## config.mk

```make
export PLATFORM = sky130hd
export DESIGN_NAME = upp_engine
export DESIGN_NICKNAME = d
export VERILOG_FILES = /design/src/rtl/upp_pkg.sv /design/src/rtl/upp_len_check.sv /design/src/rtl/upp_word_fifo.sv /design/src/rtl/upp_fetch.sv /design/src/rtl/upp_serializer.sv /design/src/rtl/upp_engine.sv
export SDC_FILE = /design/constraint.sdc
export NUM_CORES = 2
export LEC_CHECK = 0
export ABC_AREA = 1
export BUFFER_PORTS_ARGS = -buffer_cell sky130_fd_sc_hd__buf_2
export CELL_PAD_IN_SITES_DETAIL_PLACEMENT = 2
export CELL_PAD_IN_SITES_GLOBAL_PLACEMENT = 2
export CORE_MARGIN = 5
export CORE_UTILIZATION = 36
export CTS_BUF_LIST = sky130_fd_sc_hd__clkbuf_8
export DETAILED_ROUTE_END_ITERATION = 12
export PLACE_DENSITY_LB_ADDON = 0.1
export SETUP_SLACK_MARGIN = 0.1
export SLEW_MARGIN = 20
export SYNTH_ARGS = -nofsm -noshare
export SYNTH_HDL_FRONTEND = slang
export SYNTH_SLANG_ARGS = --single-unit
```

## constraint.sdc

```tcl
create_clock -name clk -period 56.5 [get_ports clk]
set_clock_uncertainty 0.05 [all_clocks]
set_input_delay 8.475 -clock clk [delete_from_list [all_inputs] [get_ports clk]]
set_output_delay 8.475 -clock clk [all_outputs]
set_load 0.05 [all_outputs]
```

## src/rtl/upp_pkg.sv

```systemverilog
package upp_pkg;
  typedef enum logic [0:0] {
    UPP_IDLE = 1'b0,
    UPP_RUN  = 1'b1
  } upp_state_e;
endpackage

```

## src/rtl/upp_len_check.sv

```systemverilog
module upp_len_check #(
  parameter int ADDR_W    = 20,
  parameter int FREE_LOG2 = 10,
  localparam int LEN_W    = ADDR_W + 1
) (
  input  logic [LEN_W-1:0] len,
  output logic             ok
);
  localparam int STEPS = ADDR_W - FREE_LOG2;

  logic [LEN_W-1:0] lo_b;
  logic [LEN_W-1:0] hi_b;
  logic [LEN_W-1:0] msk;

  always_comb begin
    ok   = (len != '0) && (len <= (LEN_W'(1) << ADDR_W));
    lo_b = '0;
    hi_b = '0;
    msk  = '0;
    for (int k = 1; k <= STEPS; k++) begin
      lo_b = LEN_W'(1) << (FREE_LOG2 + k - 1);
      hi_b = LEN_W'(1) << (FREE_LOG2 + k);
      msk  = (LEN_W'(1) << k) - LEN_W'(1);
      if ((len > lo_b) && (len <= hi_b) && ((len & msk) != '0)) ok = 1'b0;
    end
  end
endmodule

```

## src/rtl/upp_word_fifo.sv

```systemverilog
module upp_word_fifo #(
  parameter int WORD_W = 1024,
  parameter int DEPTH  = 2,
  localparam int PTR_W = (DEPTH > 1) ? $clog2(DEPTH) : 1,
  localparam int CNT_W = $clog2(DEPTH + 1)
) (
  input  logic              clk,
  input  logic              rst,
  input  logic              push,
  input  logic [WORD_W-1:0] wdata,
  input  logic              pop,
  output logic [WORD_W-1:0] head,
  output logic [CNT_W-1:0]  count
);
  logic [WORD_W-1:0] mem [DEPTH];
  logic [PTR_W-1:0]  wptr;
  logic [PTR_W-1:0]  rptr;

  always_ff @(posedge clk) begin
    if (push) mem[wptr] <= wdata;
  end

  assign head = mem[rptr];

  always_ff @(posedge clk) begin
    if (rst) begin
      wptr  <= '0;
      rptr  <= '0;
      count <= '0;
    end else begin
      if (push) wptr <= (wptr == PTR_W'(DEPTH - 1)) ? '0 : wptr + 1'b1;
      if (pop)  rptr <= (rptr == PTR_W'(DEPTH - 1)) ? '0 : rptr + 1'b1;
      case ({push, pop})
        2'b10:   count <= count + 1'b1;
        2'b01:   count <= count - 1'b1;
        default: count <= count;
      endcase
    end
  end


  fifo_no_overflow_chk: assert property (@(posedge clk) disable iff (rst)
    !(push && !pop && (count == CNT_W'(DEPTH))));

  fifo_no_underflow_chk: assert property (@(posedge clk) disable iff (rst)
    !(pop && (count == '0)));
endmodule

```

## src/rtl/upp_fetch.sv

```systemverilog
module upp_fetch #(
  parameter int ADDR_W = 20,
  parameter int DEPTH  = 2,
  localparam int LEN_W = ADDR_W + 1,
  localparam int CNT_W = $clog2(DEPTH + 1)
) (
  input  logic              clk,
  input  logic              rst,
  input  logic              run,
  input  logic [LEN_W-1:0]  len,
  input  logic [CNT_W-1:0]  fifo_count,
  input  logic              rd_valid,
  output logic              rd_req,
  output logic [ADDR_W-1:0] rd_addr
);
  logic [CNT_W-1:0]  outst;
  logic [ADDR_W-1:0] next_addr;
  logic [CNT_W:0]    used;
  logic              issue;
  logic [ADDR_W-1:0] last_addr;

  assign used      = {1'b0, fifo_count} + {1'b0, outst};
  assign issue     = run && (used < (CNT_W + 1)'(DEPTH));
  assign last_addr = ADDR_W'(len - LEN_W'(1));

  always_ff @(posedge clk) begin
    if (rst) begin
      rd_req    <= 1'b0;
      rd_addr   <= '0;
      next_addr <= '0;
      outst     <= '0;
    end else begin
      rd_req <= issue;
      if (issue) begin
        rd_addr   <= next_addr;
        next_addr <= (next_addr == last_addr) ? '0 : next_addr + 1'b1;
      end
      case ({issue, rd_valid})
        2'b10:   outst <= outst + 1'b1;
        2'b01:   outst <= outst - 1'b1;
        default: outst <= outst;
      endcase
    end
  end


  rsp_has_req_chk: assert property (@(posedge clk) disable iff (rst)
    rd_valid |-> (outst != '0));

  addr_in_range_chk: assert property (@(posedge clk) disable iff (rst)
    rd_req |-> ({1'b0, rd_addr} < len));
endmodule

```

## src/rtl/upp_serializer.sv

```systemverilog
module upp_serializer #(
  parameter int WORD_W = 1024,
  parameter int LANES  = 4,
  parameter int ADDR_W = 20,
  localparam int LEN_W  = ADDR_W + 1,
  localparam int BEATS  = WORD_W / LANES,
  localparam int BEAT_W = $clog2(BEATS)
) (
  input  logic              clk,
  input  logic              rst,
  input  logic              run,
  input  logic [LEN_W-1:0]  len,
  input  logic [WORD_W-1:0] head,
  input  logic              fifo_empty,
  output logic              pop,
  output logic [LANES-1:0]  lane_data,
  output logic              lane_valid,
  output logic              frame_trig,
  output logic              underrun_set
);
  logic [BEAT_W-1:0] beat;
  logic [ADDR_W-1:0] widx;
  logic              primed;
  logic              have;
  logic              last_beat;
  logic [ADDR_W-1:0] last_word;

  assign last_beat    = (beat == BEAT_W'(BEATS - 1));
  assign last_word    = ADDR_W'(len - LEN_W'(1));
  assign have         = run && !((beat == '0) && fifo_empty);
  assign pop          = have && last_beat;
  assign underrun_set = run && primed && (beat == '0) && fifo_empty;

  always_ff @(posedge clk) begin
    if (rst || !run) begin
      beat       <= '0;
      widx       <= '0;
      primed     <= 1'b0;
      lane_data  <= '0;
      lane_valid <= 1'b0;
      frame_trig <= 1'b0;
    end else begin
      lane_valid <= have;
      frame_trig <= have && (beat == '0) && (widx == '0);
      if (have) begin
        lane_data <= head[int'(beat) * LANES +: LANES];
        primed    <= 1'b1;
        beat      <= last_beat ? '0 : beat + 1'b1;
        if (last_beat) widx <= (widx == last_word) ? '0 : widx + 1'b1;
      end
    end
  end


  frame_with_data_chk: assert property (@(posedge clk) disable iff (rst)
    frame_trig |-> lane_valid);

  frame_single_chk: assert property (@(posedge clk) disable iff (rst)
    frame_trig |=> !frame_trig);
endmodule

```

## src/rtl/upp_engine.sv

```systemverilog
module upp_engine #(
  parameter int WORD_W    = 1024,
  parameter int LANES     = 4,
  parameter int ADDR_W    = 20,
  parameter int FREE_LOG2 = 10,
  parameter int DEPTH     = 2,
  localparam int LEN_W    = ADDR_W + 1,
  localparam int CNT_W    = $clog2(DEPTH + 1)
) (
  input  logic              clk,
  input  logic              rst,
  input  logic              start,
  input  logic [LEN_W-1:0]  pat_len_words,
  output logic              rd_req,
  output logic [ADDR_W-1:0] rd_addr,
  input  logic              rd_valid,
  input  logic [WORD_W-1:0] rd_data,
  output logic [LANES-1:0]  lane_data,
  output logic              lane_valid,
  output logic              frame_trig,
  output logic              busy,
  output logic              config_error,
  output logic              underrun
);
  import upp_pkg::*;

  upp_state_e        state;
  logic [LEN_W-1:0]  len_q;
  logic              len_ok;
  logic              run;
  logic              accept;
  logic [WORD_W-1:0] head;
  logic [CNT_W-1:0]  fifo_count;
  logic              pop;
  logic              underrun_set;

  assign run    = (state == UPP_RUN);
  assign busy   = run;
  assign accept = start && !run && len_ok;

  upp_len_check #(.ADDR_W(ADDR_W), .FREE_LOG2(FREE_LOG2)) u_len (
    .len (pat_len_words),
    .ok  (len_ok)
  );

  always_ff @(posedge clk) begin
    if (rst) begin
      state        <= UPP_IDLE;
      len_q        <= LEN_W'(1);
      config_error <= 1'b0;
      underrun     <= 1'b0;
    end else begin
      if (start && !run) begin
        if (len_ok) begin
          state        <= UPP_RUN;
          len_q        <= pat_len_words;
          config_error <= 1'b0;
          underrun     <= 1'b0;
        end else begin
          config_error <= 1'b1;
        end
      end else if (underrun_set) begin
        underrun <= 1'b1;
      end
    end
  end

  upp_fetch #(.ADDR_W(ADDR_W), .DEPTH(DEPTH)) u_fetch (
    .clk        (clk),
    .rst        (rst),
    .run        (run),
    .len        (len_q),
    .fifo_count (fifo_count),
    .rd_valid   (rd_valid),
    .rd_req     (rd_req),
    .rd_addr    (rd_addr)
  );

  upp_word_fifo #(.WORD_W(WORD_W), .DEPTH(DEPTH)) u_fifo (
    .clk   (clk),
    .rst   (rst),
    .push  (rd_valid),
    .wdata (rd_data),
    .pop   (pop),
    .head  (head),
    .count (fifo_count)
  );

  upp_serializer #(.WORD_W(WORD_W), .LANES(LANES), .ADDR_W(ADDR_W)) u_ser (
    .clk          (clk),
    .rst          (rst),
    .run          (run),
    .len          (len_q),
    .head         (head),
    .fifo_empty   (fifo_count == '0),
    .pop          (pop),
    .lane_data    (lane_data),
    .lane_valid   (lane_valid),
    .frame_trig   (frame_trig),
    .underrun_set (underrun_set)
  );


  refuse_bad_len_chk: assert property (@(posedge clk) disable iff (rst)
    (start && !busy && !len_ok) |=> (config_error && !busy));

  idle_no_fetch_chk: assert property (@(posedge clk) disable iff (rst)
    !busy |-> !rd_req);

  underrun_sticky_chk: assert property (@(posedge clk) disable iff (rst)
    (underrun && !start) |=> underrun);

  busy_holds_chk: assert property (@(posedge clk) disable iff (rst)
    busy |=> busy);
endmodule

```

# After elaboration in Yosys (flattened, before gate mapping)
# Memories as Yosys holds them, arrays and structs flattened. A register that Yosys moved wholly into a read port is not among the register bits.
# Cells that the tools add are included.
[totals]
regBits = 105
latchBits = 0
ramBits = 2048
rom_bits = 0
input_bits = 1049
output_inout_bits = 30
elab_cells = 137
memories = 1
[mem_list]
columns = ["memory", "words", "width", "read_ports", "rd_clocked_by_memory_dff", "write_ports", "line", "rtl"]
rows = [
  ["u_fifo.mem", 2, 1024, 1, 1, 1, "upp_word_fifo.sv:15", "logic [WORD_W-1:0] mem [DEPTH];"],
]
[classes]
n_addsub = 11
multipliers = 0
n_div = 0
order_cmp = 21
n_eq_ne = 8
shifts = 1
muxes = 25
n_bitwise = 0
reduce_logical = 53
[op_table]
columns = ["cell", "n"]
rows = [
  ["$shiftx 1024x11->4", 1],
  ["$reduce_bool 21->1", 10],
  ["$add 20x1->20 const B", 2],
  ["$eq 20x20->1", 2],
  ["$mux 20", 2],
  ["$logic_and 1x1->1", 31],
  ["$gt 21x11->1 const B", 1],
  ["$gt 21x12->1 const B", 1],
  ["$gt 21x13->1 const B", 1],
  ["$gt 21x14->1 const B", 1],
  ["$gt 21x15->1 const B", 1],
  ["$gt 21x16->1 const B", 1],
  ["$gt 21x17->1 const B", 1],
  ["$gt 21x18->1 const B", 1],
  ["$gt 21x19->1 const B", 1],
  ["$gt 21x20->1 const B", 1],
  ["$le 21x12->1 const B", 1],
  ["$le 21x13->1 const B", 1],
  ["$le 21x14->1 const B", 1],
  ["$le 21x15->1 const B", 1],
  ["$le 21x16->1 const B", 1],
  ["$le 21x17->1 const B", 1],
  ["$le 21x18->1 const B", 1],
  ["$le 21x19->1 const B", 1],
  ["23 further kinds", 53],
]

# Longest topological paths before layout
[depth]
word_depth = 15
mapped_depth = 20
depth_no_buf = 17

# Hierarchy
# Synthesis repeated with hierarchy kept, for this count alone.
[unflattened]
hier_cells = 7004
hier_area_um2 = 93682.3
[by_module_without_submodules]
columns = ["module", "n_inst", "cells_per_inst", "area_each_um2", "seq_area_each_um2"]
rows = [
  ["upp_word_fifo", 1, 3216, 75422.3, 61599.1],
  ["upp_serializer", 1, 3010, 13611.8, 700.7],
  ["upp_fetch", 1, 493, 3060.4, 860.8],
  ["upp_engine", 1, 146, 982.2, 480.5],
  ["upp_len_check", 1, 139, 605.6, 0.0],
]

# Worst setup path after synthesis
# No wires, ideal clock.
[synth_timing]
path_type = "input-to-reg"
start = "input port rd_valid"
end = "memory u_fifo.mem[0][0] (enable)"
setup_time_ps = 2473
t_arrival_ps = 51364
required_ps = 53977
slack_ps = 2613
stages = 2
n_path_buf = 0
cell_sequence = "inv_1 > nor2_1"
[synth_via]
elab_chain_cells = 2
[synth_rtl]
columns = ["element", "line", "rtl"]
rows = [
  ["start: declaration", "upp_engine.sv:16", "input logic rd_valid,"],
  ["$mux 1", "upp_word_fifo.sv:20", "if (push) mem[wptr] <= wdata;"],
  ["$mux 1 (implied by the code)", "upp_word_fifo.sv:20", ""],
  ["end: declaration", "upp_word_fifo.sv:15", ""],
]
# No other way between the ends.

# Final worst setup path
[layout_timing]
start = "input port rd_valid"
end = "memory u_fifo.mem[0][459] (enable)"
# Same word-level chain as after synthesis.

==> results.cfg <==
[floorplan]
num_rows = 183
die_w_um = 509
start_util_pct = 36.1
die_area_um2 = 259000
die_y_um = 509
ios = 1079
core_area_um2 = 248000

[clock_network]
cts_tree = yes
cts_setup_buffers = 0
clock-sinks = 2154
cts_max_level = 5
cts_resized = 0
worstSkewPairLatency_ps = 1140
numCtsBuffers = 400
cts_hold_buffers = 0
root_buffer = clkbuf_8
cts.reportedPaths.clkPinSlew_ps = 60
cts.path.max_buffers = 4

[sta]
setup_tns_ps = 0
relSlewSlack_pct = 28.2
fin_crit_sh_pct = 21.8
drv_slew = 0
fin_crit_ps = 12290
fmax_mhz = 81.4
tightest_slew_ps = 1070
hold_viol = 0
finalSetupViolCount = 0
rsz0062_at_grt = false

[drt]
drt_iter0_drc = 5790
wl_per_cell_um = 29.2
wirelength_um = 380000
vias_per_cell = 5.29
ant_nets = 0
drc = 0
dr.pass1.iters = 6
vias = 68860

[pwr]
clkPwrFrac_pct = 40.0
p_seq_share_pct = 54.6
switching_share_pct = 24.2
p_leak_nw = 41.3
max-vdd-ir-drop_mv = 0.0185
power_mw = 3.41
p_sw_uw = 825
power.density_nw_per_um2 = 32.3
pwr-share-comb_pct = 5.3
internal_power_mw = 2.58

[global_routing]
antenna_found_initial = 316
grt_max_degree = 164
overflow = 0
first_global_vias = 73493
grt_usage_pct = 28.2
grt_pass1_wl_um = 524000

[worst_setup_path]
required_ps = 57160
rrSetupSlack_ps = 50640
end_kind = flop
cp.arrival_ps = 12950
critPathKind = input port to flop
critPathMaxFanout = 137
start_kind = input port

[run]
cap_violations = 0

[logic_synthesis]
synth-seq-area-share_pct = 71.0
ys_ff_latch = 2154
yosysWarnings = 0
syn-cell-area_um2 = 89600
syn_inst = 8080
avgSynthCellArea_um2 = 11.1
syn-num-nets = 9138
synth_cell_type_count = 49

[cells_and_area]
final_common_cell = edfxtp_1
regArea_um2 = 63600
layout-drive-gt1-share_pct = 18.1
final_cell_area_um2 = 106000
multi_input_area_um2 = 22200
nFillCells = 26170
area_growth_pct = 17.8
finalNonFillerCells = 13013
nets = 10266
layout_common_cells = 2048 x edfxtp_1, 1628 x nand2_1, 1446 x nor2_1

[placement]
port_buffers = 1078
gp_congestion = 0.838
hpwl_um = 264000
dpl-instance-area_um2 = 98100
dpl.cell_count = 12135

[outcome]
status = finished clean

[worst_hold_path]
hp-class = flop to flop
==> kinds of logic after synthesis <==
group	Yosys count	synth area share, %
buffers and inverters	918	4.27
AO/OA/AOI/OAI	1182	7.11
AND/OR/NAND/NOR	3786	17.2
flip-flops	2154	71.0
XOR/XNOR	31	0.337
adder cells (fa/ha/maj)	9	0.134
==> layout make-up <==
cell class	instances	share of cell area, %
well taps	3330	3.95
diodes	190	0.451
clock buffers	402	5.24
inverters	473	1.72
flip-flops and latches	2154	60.3
clock inverters	285	1.32
repair buffers	1171	6.00
multi-input cells	5008	21.0
==> sequential cells by signal, indices dropped and copies added (netlist names), 2 cells and up, named ones only <==
name	count
len_q	20
u_fifo.count	2
u_ser.widx	20
u_fetch.outst	2
u_ser.beat	8
u_ser.lane_data	4
u_fifo.mem	2048
u_fetch.rd_addr	20
u_fetch.next_addr	20
==> cells in the mapped netlist, drive strengths merged <==
cell,instances,area [um2]
edfxtp,2048,61500
nand3,567,2850
nor2,1471,5600
buf,293,1480
and3,5,31.3
a211oi,4,30.0
xnor2,4,35.0
inv,471,1770
o21ai,866,4330
nor4,12,75.1
o221ai,4,35.0
xor3,2,47.6
nand4,29,215
ha,8,100
clkbuf,152,571
clkinv,2,7.51
a31oi,1,6.26
or2,21,131
a21o,2,15.0
fa,1,20.0
a22oi,1,7.51
xor2,25,219
o21a,2,15.0
nor3b,3,22.5
nand3b,6,45.0
and2,1,6.26
dfxtp,106,2120
nor3,34,219
o211ai,143,1070
o22ai,44,275
a21oi,115,576
nor4b,1,8.76
nand2,1636,6160
==> per-stage QoR <==
| stage | utilization, % | hold WS [ps] | setup WS (ps) |
|---|---|---|---|
| after global placement | 39.5 | 401 | 43100 |
| final | 42.5 | 414 | 44210 |
| after floorplan | - | 393 | 2610 |
| after global routing | 42.4 | 440 | 44000 |
| after CTS | 42.3 | 416 | 44220 |
| after detailed placement | 39.5 | 407 | 43000 |
==> layer usage <==
layer	global-route usage (%)	share of wire (%)	up-vias
met3	5.86	6.8	781
met2	48.3	49	2351
met5	0	0.078	-
met1	34.7	39	35340
li1	-	-	30342
met4	11.7	4.2	46
==> path summary, 6_finish.rpt <==
kind                                          from                 end  cells after the start
worst max-delay path                      rd_valid  u_fifo.mem[0][459]                      7
worst min-delay path            u_ser.lane_data[1]  u_ser.lane_data[1]                      2
worst max register to register                flop  u_ser.lane_data[3]                     17
worst min register to register  u_ser.lane_data[1]  u_ser.lane_data[1]                      2
==> worst max-delay path, cell delays in order <==
cell and delay (ps):
buf_2 130, inv_1 90, nor2_4 750, buf_4 950, buf_12 690, buf_4 760
buf_4 870
==> power groups by stage <==
stage          Combinational (mW)  Sequential (mW)  Clock [mW]
3_3_place_gp                0.173             1.89           0
2_1_floorplan              0.0739             2.00           0
4_1_cts                     0.183             1.86        1.40
6_report                    0.182             1.86        1.36
5_1_grt                     0.197             1.87        1.48
3_5_place_dp                0.182             1.89           0
Note: power is estimated with default switching activity, not from simulation.
